File: config.mk
export PLATFORM = sky130hd
export DESIGN_NAME = sound_mailbox
export DESIGN_NICKNAME = d
export VERILOG_FILES = /design/src/rtl/mbx_pkg.sv /design/src/rtl/mbx_rst_sync.sv /design/src/rtl/mbx_cmd_reg.sv /design/src/rtl/mbx_irq_ctl.sv /design/src/rtl/mbx_rd_port.sv /design/src/rtl/sound_mailbox.sv
export SDC_FILE = /design/constraint.sdc
export NUM_CORES = 1
export LEC_CHECK = 0
export CAP_MARGIN = 20
export CORE_ASPECT_RATIO = 0.75
export CORE_MARGIN = 10
export CORE_UTILIZATION = 33
export DETAILED_ROUTE_END_ITERATION = 10
export MAX_ROUTING_LAYER = met4
export PLACE_DENSITY_LB_ADDON = 0.08
export SETUP_SLACK_MARGIN = 0.4
export SYNTH_ARGS = -nofsm -noshare
export SYNTH_HDL_FRONTEND = slang
export SYNTH_SLANG_ARGS = --single-unit
export TNS_END_PERCENT = 100
File: constraint.sdc
create_clock -name clk -period 0.8 [get_ports clk]
set_input_delay 0.12 -clock clk [delete_from_list [all_inputs] [get_ports clk]]
set_output_delay 0.12 -clock clk [all_outputs]
set_load 0.02 [all_outputs]
File: src/rtl/mbx_pkg.sv
package mbx_pkg;
  typedef enum logic [1:0] {
    RSEL_NONE = 2'd0,
    RSEL_BYTE = 2'd1,
    RSEL_FLAG = 2'd2
  } rsel_e;
endpackage

File: src/rtl/mbx_rst_sync.sv
module mbx_rst_sync #(
  parameter int STAGES = 2
) (
  input  logic clk,
  input  logic rst_n,
  output logic rst_sync_n
);
  logic [STAGES-1:0] chain_q;

  always_ff @(posedge clk or negedge rst_n) begin
    if (!rst_n) chain_q <= '0;
    else        chain_q <= {chain_q[STAGES-2:0], 1'b1};
  end

  assign rst_sync_n = chain_q[STAGES-1];
endmodule

File: src/rtl/mbx_cmd_reg.sv
module mbx_cmd_reg #(
  parameter int DW = 8
) (
  input  logic          clk,
  input  logic          rst_n,
  input  logic          cmd_we,
  input  logic [DW-1:0] wdata,
  input  logic          ack,
  output logic [DW-1:0] byte_q,
  output logic          pend_q
);
  logic [DW-1:0] byte_d;
  logic          pend_d;
  logic          byte_en;

  assign byte_en = cmd_we;

  always_comb begin
    byte_d = byte_q;
    pend_d = pend_q;
    if (byte_en) byte_d = wdata;
    if (cmd_we)   pend_d = 1'b1;
    else if (ack) pend_d = 1'b0;
  end

  always_ff @(posedge clk or negedge rst_n) begin
    if (!rst_n) begin
      byte_q <= '0;
      pend_q <= 1'b0;
    end else begin
      if (byte_en) byte_q <= byte_d;
      pend_q <= pend_d;
    end
  end


  pend_set_chk: assert property (@(posedge clk) disable iff (!rst_n)
    cmd_we |=> (pend_q && byte_q == $past(wdata)));

  pend_clr_chk: assert property (@(posedge clk) disable iff (!rst_n)
    (ack && !cmd_we) |=> !pend_q);

  byte_hold_chk: assert property (@(posedge clk) disable iff (!rst_n)
    !cmd_we |=> $stable(byte_q));
endmodule

File: src/rtl/mbx_irq_ctl.sv
module mbx_irq_ctl (
  input  logic clk,
  input  logic rst_n,
  input  logic irq_mode,
  input  logic cmd_we,
  input  logic ack,
  output logic irq_q
);
  logic irq_d;
  logic raise;

  assign raise = cmd_we && irq_mode;

  always_comb begin
    irq_d = irq_q;
    if (raise)    irq_d = 1'b1;
    else if (ack) irq_d = 1'b0;
  end

  always_ff @(posedge clk or negedge rst_n) begin
    if (!rst_n) irq_q <= 1'b0;
    else        irq_q <= irq_d;
  end


  irq_raise_chk: assert property (@(posedge clk) disable iff (!rst_n)
    (cmd_we && irq_mode) |=> irq_q);

  irq_poll_chk: assert property (@(posedge clk) disable iff (!rst_n)
    (cmd_we && !irq_mode && !ack) |=> $stable(irq_q));

  irq_drop_chk: assert property (@(posedge clk) disable iff (!rst_n)
    (ack && !(cmd_we && irq_mode)) |=> !irq_q);
endmodule

File: src/rtl/mbx_rd_port.sv
module mbx_rd_port #(
  parameter int              AW        = 4,
  parameter int              DW        = 8,
  parameter logic [AW-1:0]   BYTE_ADDR = '0,
  parameter logic [AW-1:0]   FLAG_ADDR = '0,
  parameter bit              HAS_BYTE  = 1'b1
) (
  input  logic          clk,
  input  logic          rst_n,
  input  logic          rd,
  input  logic [AW-1:0] addr,
  input  logic [DW-1:0] byte_i,
  input  logic          flag_i,
  output logic [DW-1:0] rdata
);
  import mbx_pkg::*;

  localparam int PAD_W = DW - 1;

  logic          byte_hit;
  rsel_e         sel;
  logic [DW-1:0] rdata_d;

  generate
    if (HAS_BYTE) begin : g_byte
      assign byte_hit = (addr == BYTE_ADDR);
    end else begin : g_nobyte
      assign byte_hit = 1'b0;
    end
  endgenerate

  always_comb begin
    sel = RSEL_NONE;
    if (rd && addr == FLAG_ADDR) sel = RSEL_FLAG;
    else if (rd && byte_hit)     sel = RSEL_BYTE;
  end

  always_comb begin
    case (sel)
      RSEL_FLAG: rdata_d = {{PAD_W{1'b0}}, flag_i};
      RSEL_BYTE: rdata_d = byte_i;
      default:   rdata_d = '0;
    endcase
  end

  always_ff @(posedge clk or negedge rst_n) begin
    if (!rst_n) rdata <= '0;
    else        rdata <= rdata_d;
  end


  rd_idle_chk: assert property (@(posedge clk) disable iff (!rst_n)
    !rd |=> (rdata == '0));

  flag_read_chk: assert property (@(posedge clk) disable iff (!rst_n)
    (rd && addr == FLAG_ADDR) |=> (rdata[DW-1:1] == '0 && rdata[0] == $past(flag_i)));
endmodule

File: src/rtl/sound_mailbox.sv
module sound_mailbox #(
  parameter int            AW            = 4,
  parameter int            DW            = 8,
  parameter logic [AW-1:0] MAIN_CMD_ADDR = 4'd0,
  parameter logic [AW-1:0] MAIN_FLG_ADDR = 4'd1,
  parameter logic [AW-1:0] SND_CMD_ADDR  = 4'd0,
  parameter logic [AW-1:0] SND_FLG_ADDR  = 4'd1,
  parameter logic [AW-1:0] SND_ACK_ADDR  = 4'd2
) (
  input  logic          clk,
  input  logic          rst_n,
  input  logic          irq_mode,
  input  logic [AW-1:0] m_addr,
  input  logic [DW-1:0] m_wdata,
  input  logic          m_wr,
  input  logic          m_rd,
  output logic [DW-1:0] m_rdata,
  input  logic [AW-1:0] s_addr,
  input  logic [DW-1:0] s_wdata,
  input  logic          s_wr,
  input  logic          s_rd,
  output logic [DW-1:0] s_rdata,
  output logic          snd_irq
);
  logic          rst_i_n;
  logic          cmd_we;
  logic          ack;
  logic [DW-1:0] byte_q;
  logic          pend_q;
  logic [DW-1:0] s_wdata_unused;

  assign s_wdata_unused = s_wdata;
  assign cmd_we = m_wr && (m_addr == MAIN_CMD_ADDR);
  assign ack    = s_wr && (s_addr == SND_ACK_ADDR);

  mbx_rst_sync #(.STAGES(2)) u_rst (
    .clk(clk), .rst_n(rst_n), .rst_sync_n(rst_i_n)
  );

  mbx_cmd_reg #(.DW(DW)) u_cmd (
    .clk(clk), .rst_n(rst_i_n), .cmd_we(cmd_we), .wdata(m_wdata),
    .ack(ack), .byte_q(byte_q), .pend_q(pend_q)
  );

  mbx_irq_ctl u_irq (
    .clk(clk), .rst_n(rst_i_n), .irq_mode(irq_mode), .cmd_we(cmd_we),
    .ack(ack), .irq_q(snd_irq)
  );

  mbx_rd_port #(
    .AW(AW), .DW(DW), .BYTE_ADDR(MAIN_CMD_ADDR), .FLAG_ADDR(MAIN_FLG_ADDR), .HAS_BYTE(1'b0)
  ) u_mrd (
    .clk(clk), .rst_n(rst_i_n), .rd(m_rd), .addr(m_addr),
    .byte_i(byte_q), .flag_i(pend_q), .rdata(m_rdata)
  );

  mbx_rd_port #(
    .AW(AW), .DW(DW), .BYTE_ADDR(SND_CMD_ADDR), .FLAG_ADDR(SND_FLG_ADDR), .HAS_BYTE(1'b1)
  ) u_srd (
    .clk(clk), .rst_n(rst_i_n), .rd(s_rd), .addr(s_addr),
    .byte_i(byte_q), .flag_i(pend_q), .rdata(s_rdata)
  );


  irq_implies_pend_chk: assert property (@(posedge clk) disable iff (!rst_i_n)
    snd_irq |-> pend_q);

  collide_chk: assert property (@(posedge clk) disable iff (!rst_i_n)
    (cmd_we && ack && irq_mode) |=> (snd_irq && pend_q));
endmodule

==> results of run 1 <==
-- state kept, by name, indices dropped and copies added (netlist names) --
register,cells
u_mrd.rdata,1
u_cmd.byte_q,8
u_srd.rdata,8
u_rst.chain_q,2
u_irq.irq_q,1
u_cmd.pend_q,1
-- synthesized netlist by cell type --
cell type,number
a21bo_2,1
and2_1,7
and4_2,1
buf_4,7
conb_1,2
dfrtp_1,21
inv_1,1
mux2_2,8
mux2i_1,1
nand2b_1,1
nand3_1,1
nand3b_4,1
nor2b_1,1
nor3_1,1
nor3_2,1
nor4_1,1
o2bb2ai_1,1
-- metrics by stage --
stage	setup WS [ps]	utilization	instance area (µm²)	TNS, ps	hold WS [ps]
3_5_place_dp	-631	0.517	1200	-12110	214
6_report	-177	0.579	1350	-1570	-30.3
3_3_place_gp	-607	0.517	1200	-11900	215
4_1_cts	-198	0.564	1310	-1700	-47.6
5_1_grt	-211	0.579	1350	-2160	-49.1
2_1_floorplan	-77.5	-	871	-620	-176
-- kinds of logic (layout without fill, tap and decap cells) --
logic type,after synthesis,in the layout
AO/OA/AOI/OAI,2,2
AND/OR/NAND/NOR,15,16
buffers and inverters,8,44
other,2,8
flip-flops,21,21
multiplexers,9,9
-- how the worst max path moves through the flow --
| stage | start | end | slack (ps) | cells after the start |
|---|---|---|---|---|
| final | u_irq.irq_q$_DFFE_PN0P_ | snd_irq | -180 | 1 |
| after global routing | u_irq.irq_q$_DFFE_PN0P_ | snd_irq | -210 | 1 |
| after detailed placement | m_addr[1] | u_cmd.byte_q[1]$_DFFE_PN0P_ | -630 | 4 |
| after global placement | m_addr[1] | u_cmd.byte_q[6]$_DFFE_PN0P_ | -610 | 4 |
| after CTS | u_irq.irq_q$_DFFE_PN0P_ | snd_irq | -200 | 1 |
| after floorplan | m_addr[1] | u_cmd.byte_q[0]$_DFFE_PN0P_ | -80 | 3 |
-- cell type report --
cell class	instances	area share
flip-flops and latches	21	0.394
repair buffers	39	0.283
multi-input cells	35	0.269
well taps	34	0.0316
clock buffers	4	0.0195
inverters	1	0.00279
-- repair_timing --
action / in CTS / in global routing
resized for setup: 101 / 9
pin swaps: 11 / 2
buffers inserted: 3 / 1
cloned: 1 / 0
hold endpoints to repair: 3 / 3
endpoints found under the setup margin: 49 / 49
-- metal layers --
layer,wire [µm],up-vias
met2,977,24
met3,119,4
met5,0,-
met4,26,0
li1,-,264
met1,850,274
-- where the power goes --
part / internal [mW] / leakage, nW / switching (mW)
clock network: 0.194 / 0.0150 / 0.302
logic: 0.336 / 0.403 / 0.188
registers: 1.19 / 0.269 / 0.0657
total: 1.72 / 0.687 / 0.555
==> results.py, run 1 <==
metrics = {
    "global_route": {
        "antenna_found_initial": 0,
        "grtUsageMet2": 0.143,
        "met1_usage": 0.0870,
        "grt_pass1_vias": 670,
        "grt_pass1_wl_mm": 3.22,
        "grt_use_total": 0.0858,
        "grt_overflow": 0,
        "grt-busiest-layer": "met2",
        "grt_use_met3": 0.0382,
        "grt_max_degree": 12,
    },
    "synth": {
        "synth_cell_type_count": 17,
        "synth_top_cell_area_share": 0.640,
        "synth.area.top_cells": "dfrtp_1 64%, mux2_2 11%, buf_4 6.4%, and2_1 5.3%, nand3b_4 2.4%",
        "synth_top_cell_by_area": "dfrtp_1",
        "ys_seq_area_frac": 0.640,
        "synthSimpleGateAreaFrac": 0.137,
        "ys_ff_latch": 21,
        "synth_xor_area_frac": 0,
        "synth.avg_cell_area_um2": 14.4,
        "synth.area.mux_share": 0.122,
        "yosys.area_share.adder": 0,
        "synth-compound-area-share": 0.0229,
        "yosysWarnings": 0,
        "syn_inst": 57,
        "synth_area_um2": 821,
        "synth_top_family_by_area": "simple AND/OR/NAND/NOR gates",
    },
    "worst_setup_path": {
        "worst-setup-path-type": "reg -> out",
        "start_kind": "flop",
        "critPathTopFamily": "flip-flops",
        "r2r_setup_slack_ps": -170,
        "r2r-end": "u_irq.irq_q$_DFFE_PN0P_",
        "r2r-start": "u_irq.irq_q$_DFFE_PN0P_",
        "path_max_fanout": 2,
        "cpMaxStageDelayCell": "dfrtp_2",
        "critPathArrivalTime_ps": 860,
        "reg2reg_depth": 4,
        "critPathMaxStageDelay_ps": 420,
        "required_ps": 680,
        "critPathBufInv": 1,
        "worstPathCellList": "buf_6",
        "crit_path_end_kind": "output port",
    },
    "die": {
        "initial_core_util": 0.353,
        "fp.dieW_um": 77.6,
        "core_region_area_mm2": 0.00233,
        "die_y_um": 63.2,
        "rows": 15,
        "dieArea_mm2": 0.00490,
        "io_pins": 48,
    },
    "status": {
        "outcome": "finished, violations left",
        "violations": "hold timing, setup timing",
    },
    "detailed_routing": {
        "ant_nets": 0,
        "drt_wl_total_mm": 1.97,
        "drcViolationCount": 0,
        "dr.pass1.iters": 3,
        "drtIter0Drc": 42,
        "via_count": 566,
        "vias_per_cell": 4.22,
        "wl_per_cell_um": 14.7,
    },
    "clock_network": {
        "htree_levels": 1,
        "clockRootBuffer": "clkbuf_4",
        "clk_pin_slew_worst_paths_ps": 110,
        "cts_tree": "built",
        "cts_buffers": 3,
        "clkLatencyLatePin_ps": 300,
        "cts.path.max_buffers": 2,
        "cts_sinks": 21,
    },
    "layout": {
        "final_common_cell": "dfrtp_1",
        "drive_above_1_share": 0.480,
        "multi_input_area_um2": 363,
        "regArea_um2": 531,
        "final_cell_mix": "19 x dfrtp_1, 16 x buf_6, 11 x clkdlybuf4s50_1, 8 x conb_1",
        "syn_to_final_growth_pct": 64.2,
        "design.final.nets": 132,
        "antenna_cells": 0,
        "instances_no_fill": 134,
        "fillCellCount": 219,
    },
    "placed_design": {
        "dp.cells": 125,
        "port_buffers": 32,
        "routabilityCongestion": 0.630,
    },
    "power": {
        "power.density_mw_per_mm2": 1690,
        "total_leakage_power_nw": 0.687,
        "p_total_mw": 2.28,
        "ir_drop_v": 0.000892,
    },
    "timing": {
        "period_needed_ps": 977,
        "rsz0062_at_grt": "true",
        "setup_ws_ps": -177,
        "setup_violations": 11,
        "whs_ps": -30.3,
        "hold_viol": 2,
        "finClkSkew_ps": 7.17,
        "finalCritPeriodShare": 1.22,
        "fmax_mhz": 1020,
        "maxSlewViolCount": 0,
    },
    "worst_hold_path": {
        "hold_class": "in -> async",
    },
    "job": {
        "cap_violations": 0,
    },
}
(Power assumes the default switching activity.)
==> run 2, diff against run 1 <==
--- a/config.mk
+++ b/config.mk
@@ -8,11 +8,12 @@
 export CAP_MARGIN = 20
 export CORE_ASPECT_RATIO = 0.75
 export CORE_MARGIN = 10
-export CORE_UTILIZATION = 33
+export CORE_UTILIZATION = 30
 export DETAILED_ROUTE_END_ITERATION = 10
 export MAX_ROUTING_LAYER = met4
 export PLACE_DENSITY_LB_ADDON = 0.08
 export SETUP_SLACK_MARGIN = 0.4
+export SKIP_LAST_GASP = 1
 export SYNTH_ARGS = -nofsm -noshare
 export SYNTH_HDL_FRONTEND = slang
 export SYNTH_SLANG_ARGS = --single-unit
==> constraint.sdc (replaced) <==
create_clock -name clk -period 0.8 [get_ports clk]
set_input_delay 0.16 -clock clk [delete_from_list [all_inputs] [get_ports clk]]
set_output_delay 0.16 -clock clk [all_outputs]
set_load 0.02 [all_outputs]
==> results.py, run 2 (synthesized netlist as in run 1, its figures left out) <==
metrics = {
    "status": {
        "outcome": "finished, violations left",
        "violations": "setup timing",
    },
    "timing": {
        "period_needed_ps": 958,
        "rsz0062_at_grt": "true",
        "setup_violations": 19,
        "maxSlewViolCount": 0,
        "finClkSkew_ps": 2.58,
        "setup_ws_ps": -158,
        "fmax_mhz": 1040,
        "finalCritPeriodShare": 1.20,
        "hold_viol": 0,
        "tns_ps": -1750,
    },
    "clock_network": {
        "holdBufCountCts": 0,
        "cts_buffers": 3,
        "clk_pin_slew_worst_paths_ps": 70,
        "cts_sinks": 21,
        "clockRootBuffer": "clkbuf_8",
        "cts.path.max_buffers": 2,
        "clkLatencyLatePin_ps": 250,
        "htree_levels": 1,
        "cts_tree": "built",
    },
    "global_route": {
        "grt_overflow": 0,
        "grt_pass1_wl_mm": 2.95,
        "grt_max_degree": 12,
        "grt_use_total": 0.0745,
        "grt_pass1_vias": 595,
        "antenna_found_initial": 0,
    },
    "die": {
        "rows": 16,
        "io_pins": 48,
        "initial_core_util": 0.313,
        "fp.dieW_um": 80.4,
        "dieArea_mm2": 0.00525,
        "die_y_um": 65.3,
        "core_region_area_mm2": 0.00262,
    },
    "worst_setup_path": {
        "cpMaxStageDelayCell": "dfrtp_2",
        "worst-setup-path-type": "reg -> out",
        "crit_path_end_kind": "output port",
        "critPathArrivalTime_ps": 800,
        "path_max_fanout": 2,
        "critPathTopFamily": "flip-flops",
        "critPathMaxStageDelay_ps": 410,
        "worstPathCellList": "buf_6",
        "critPathBufInv": 1,
        "start_kind": "flop",
        "required_ps": 640,
    },
    "power": {
        "total_leakage_power_nw": 0.667,
        "ir_drop_v": 0.00117,
        "power.density_mw_per_mm2": 1730,
    },
    "worst_hold_path": {
        "hold_class": "in -> async",
    },
    "layout": {
        "fillCellCount": 243,
        "stdcell_area_mm2": 0.00136,
        "reg_top3": "u_cmd.byte_q (8), u_srd.rdata (8), u_rst.chain_q (2)",
        "antenna_cells": 0,
        "final_common_cell": "dfrtp_1",
        "drive_above_1_share": 0.475,
        "design.final.nets": 131,
        "final_cell_mix": "19 x dfrtp_1, 16 x buf_6, 11 x clkdlybuf4s50_1, 8 x conb_1, 7 x mux2_2",
        "syn_to_final_growth_pct": 65.5,
    },
    "detailed_routing": {
        "dr.pass1.iters": 4,
        "vias_per_cell": 4.21,
        "via_count": 568,
        "ant_nets": 0,
        "drt_wl_total_mm": 1.91,
        "drcViolationCount": 0,
        "drtIter0Drc": 28,
        "wl_per_cell_um": 14.2,
    },
    "placed_design": {
        "port_buffers": 32,
        "placed_cell_area_mm2": 0.00119,
        "hpwl_mm": 1.36,
        "routabilityCongestion": 0.661,
    },
    "job": {
        "cap_violations": 0,
    },
}
-- run 2: cell types whose count changed in the layout (fill, tap and decap cells not counted), moves of 2 or more --
cell,previous run,this run
buf_12,0,2
buf_2,4,2
clkbuf_4,3,0
clkbuf_8,0,3
mux2_2,3,7
mux2_4,5,1
-- run 2: through the flow --
step                      instances  power (mW)  setup slack, ps  utilization  hold slack, ps
after floorplan                  63        1.48             -118            -            -136
after global placement          125        1.64             -653        0.454             213
after detailed placement        125        1.65             -676        0.454             213
after CTS                       134        2.38             -169        0.512            58.3
after global routing            135        2.49             -197        0.518            53.8
final                           135        2.36             -158        0.518            60.5
-- run 2: path summary, 6_finish.rpt --
check                                            from                    endpoint  slack, ps  cells after the start
min                                             rst_n  u_rst.chain_q[1]$_DFF_PN0_         60                      1
max in group asynchronous  u_rst.chain_q[1]$_DFF_PN0_     u_irq.irq_q$_DFFE_PN0P_        450                      1
min in group clk                            s_addr[2]    u_srd.rdata[0]$_DFF_PN0_         60                      2
min reg2reg                u_rst.chain_q[1]$_DFF_PN0_     u_irq.irq_q$_DFFE_PN0P_        240                      1
max reg2reg                  u_cmd.pend_q$_DFFE_PN0P_    u_srd.rdata[0]$_DFF_PN0_         40                      2
max                           u_irq.irq_q$_DFFE_PN0P_                     snd_irq       -160                      1
-- run 2: report_power, final --
group	switching, mW	internal, mW
clock	0.317	0.354
sequential	0.0651	1.19
combinational	0.165	0.264
total	0.546	1.81
-- run 2: cell type report --
type | instances | area, µm² | share of cell area
flip-flops and latches | 21 | 531 | 0.390
repair buffers | 38 | 402 | 0.296
multi-input cells | 35 | 333 | 0.245
clock buffers | 4 | 45.0 | 0.0331
well taps | 36 | 45.0 | 0.0331
inverters | 1 | 3.75 | 0.00276
-- run 2: routing by layer --
metal / GRT usage / part of all wire / up-vias
li1: - / - / 262
met1: 0.0831 / 0.42 / 281
met2: 0.118 / 0.50 / 23
met3: 0.0380 / 0.081 / 2
met4: 0.0132 / 0.0026 / 0
met5: - / 0 / -
-- run 2: timing repair --
item / CTS / global route
resized for setup: 104 / 2
setup endpoints to repair: 49 / 30
pin swaps: 8 / 4
setup buffers: 4 / 1
cloned: 1 / 0
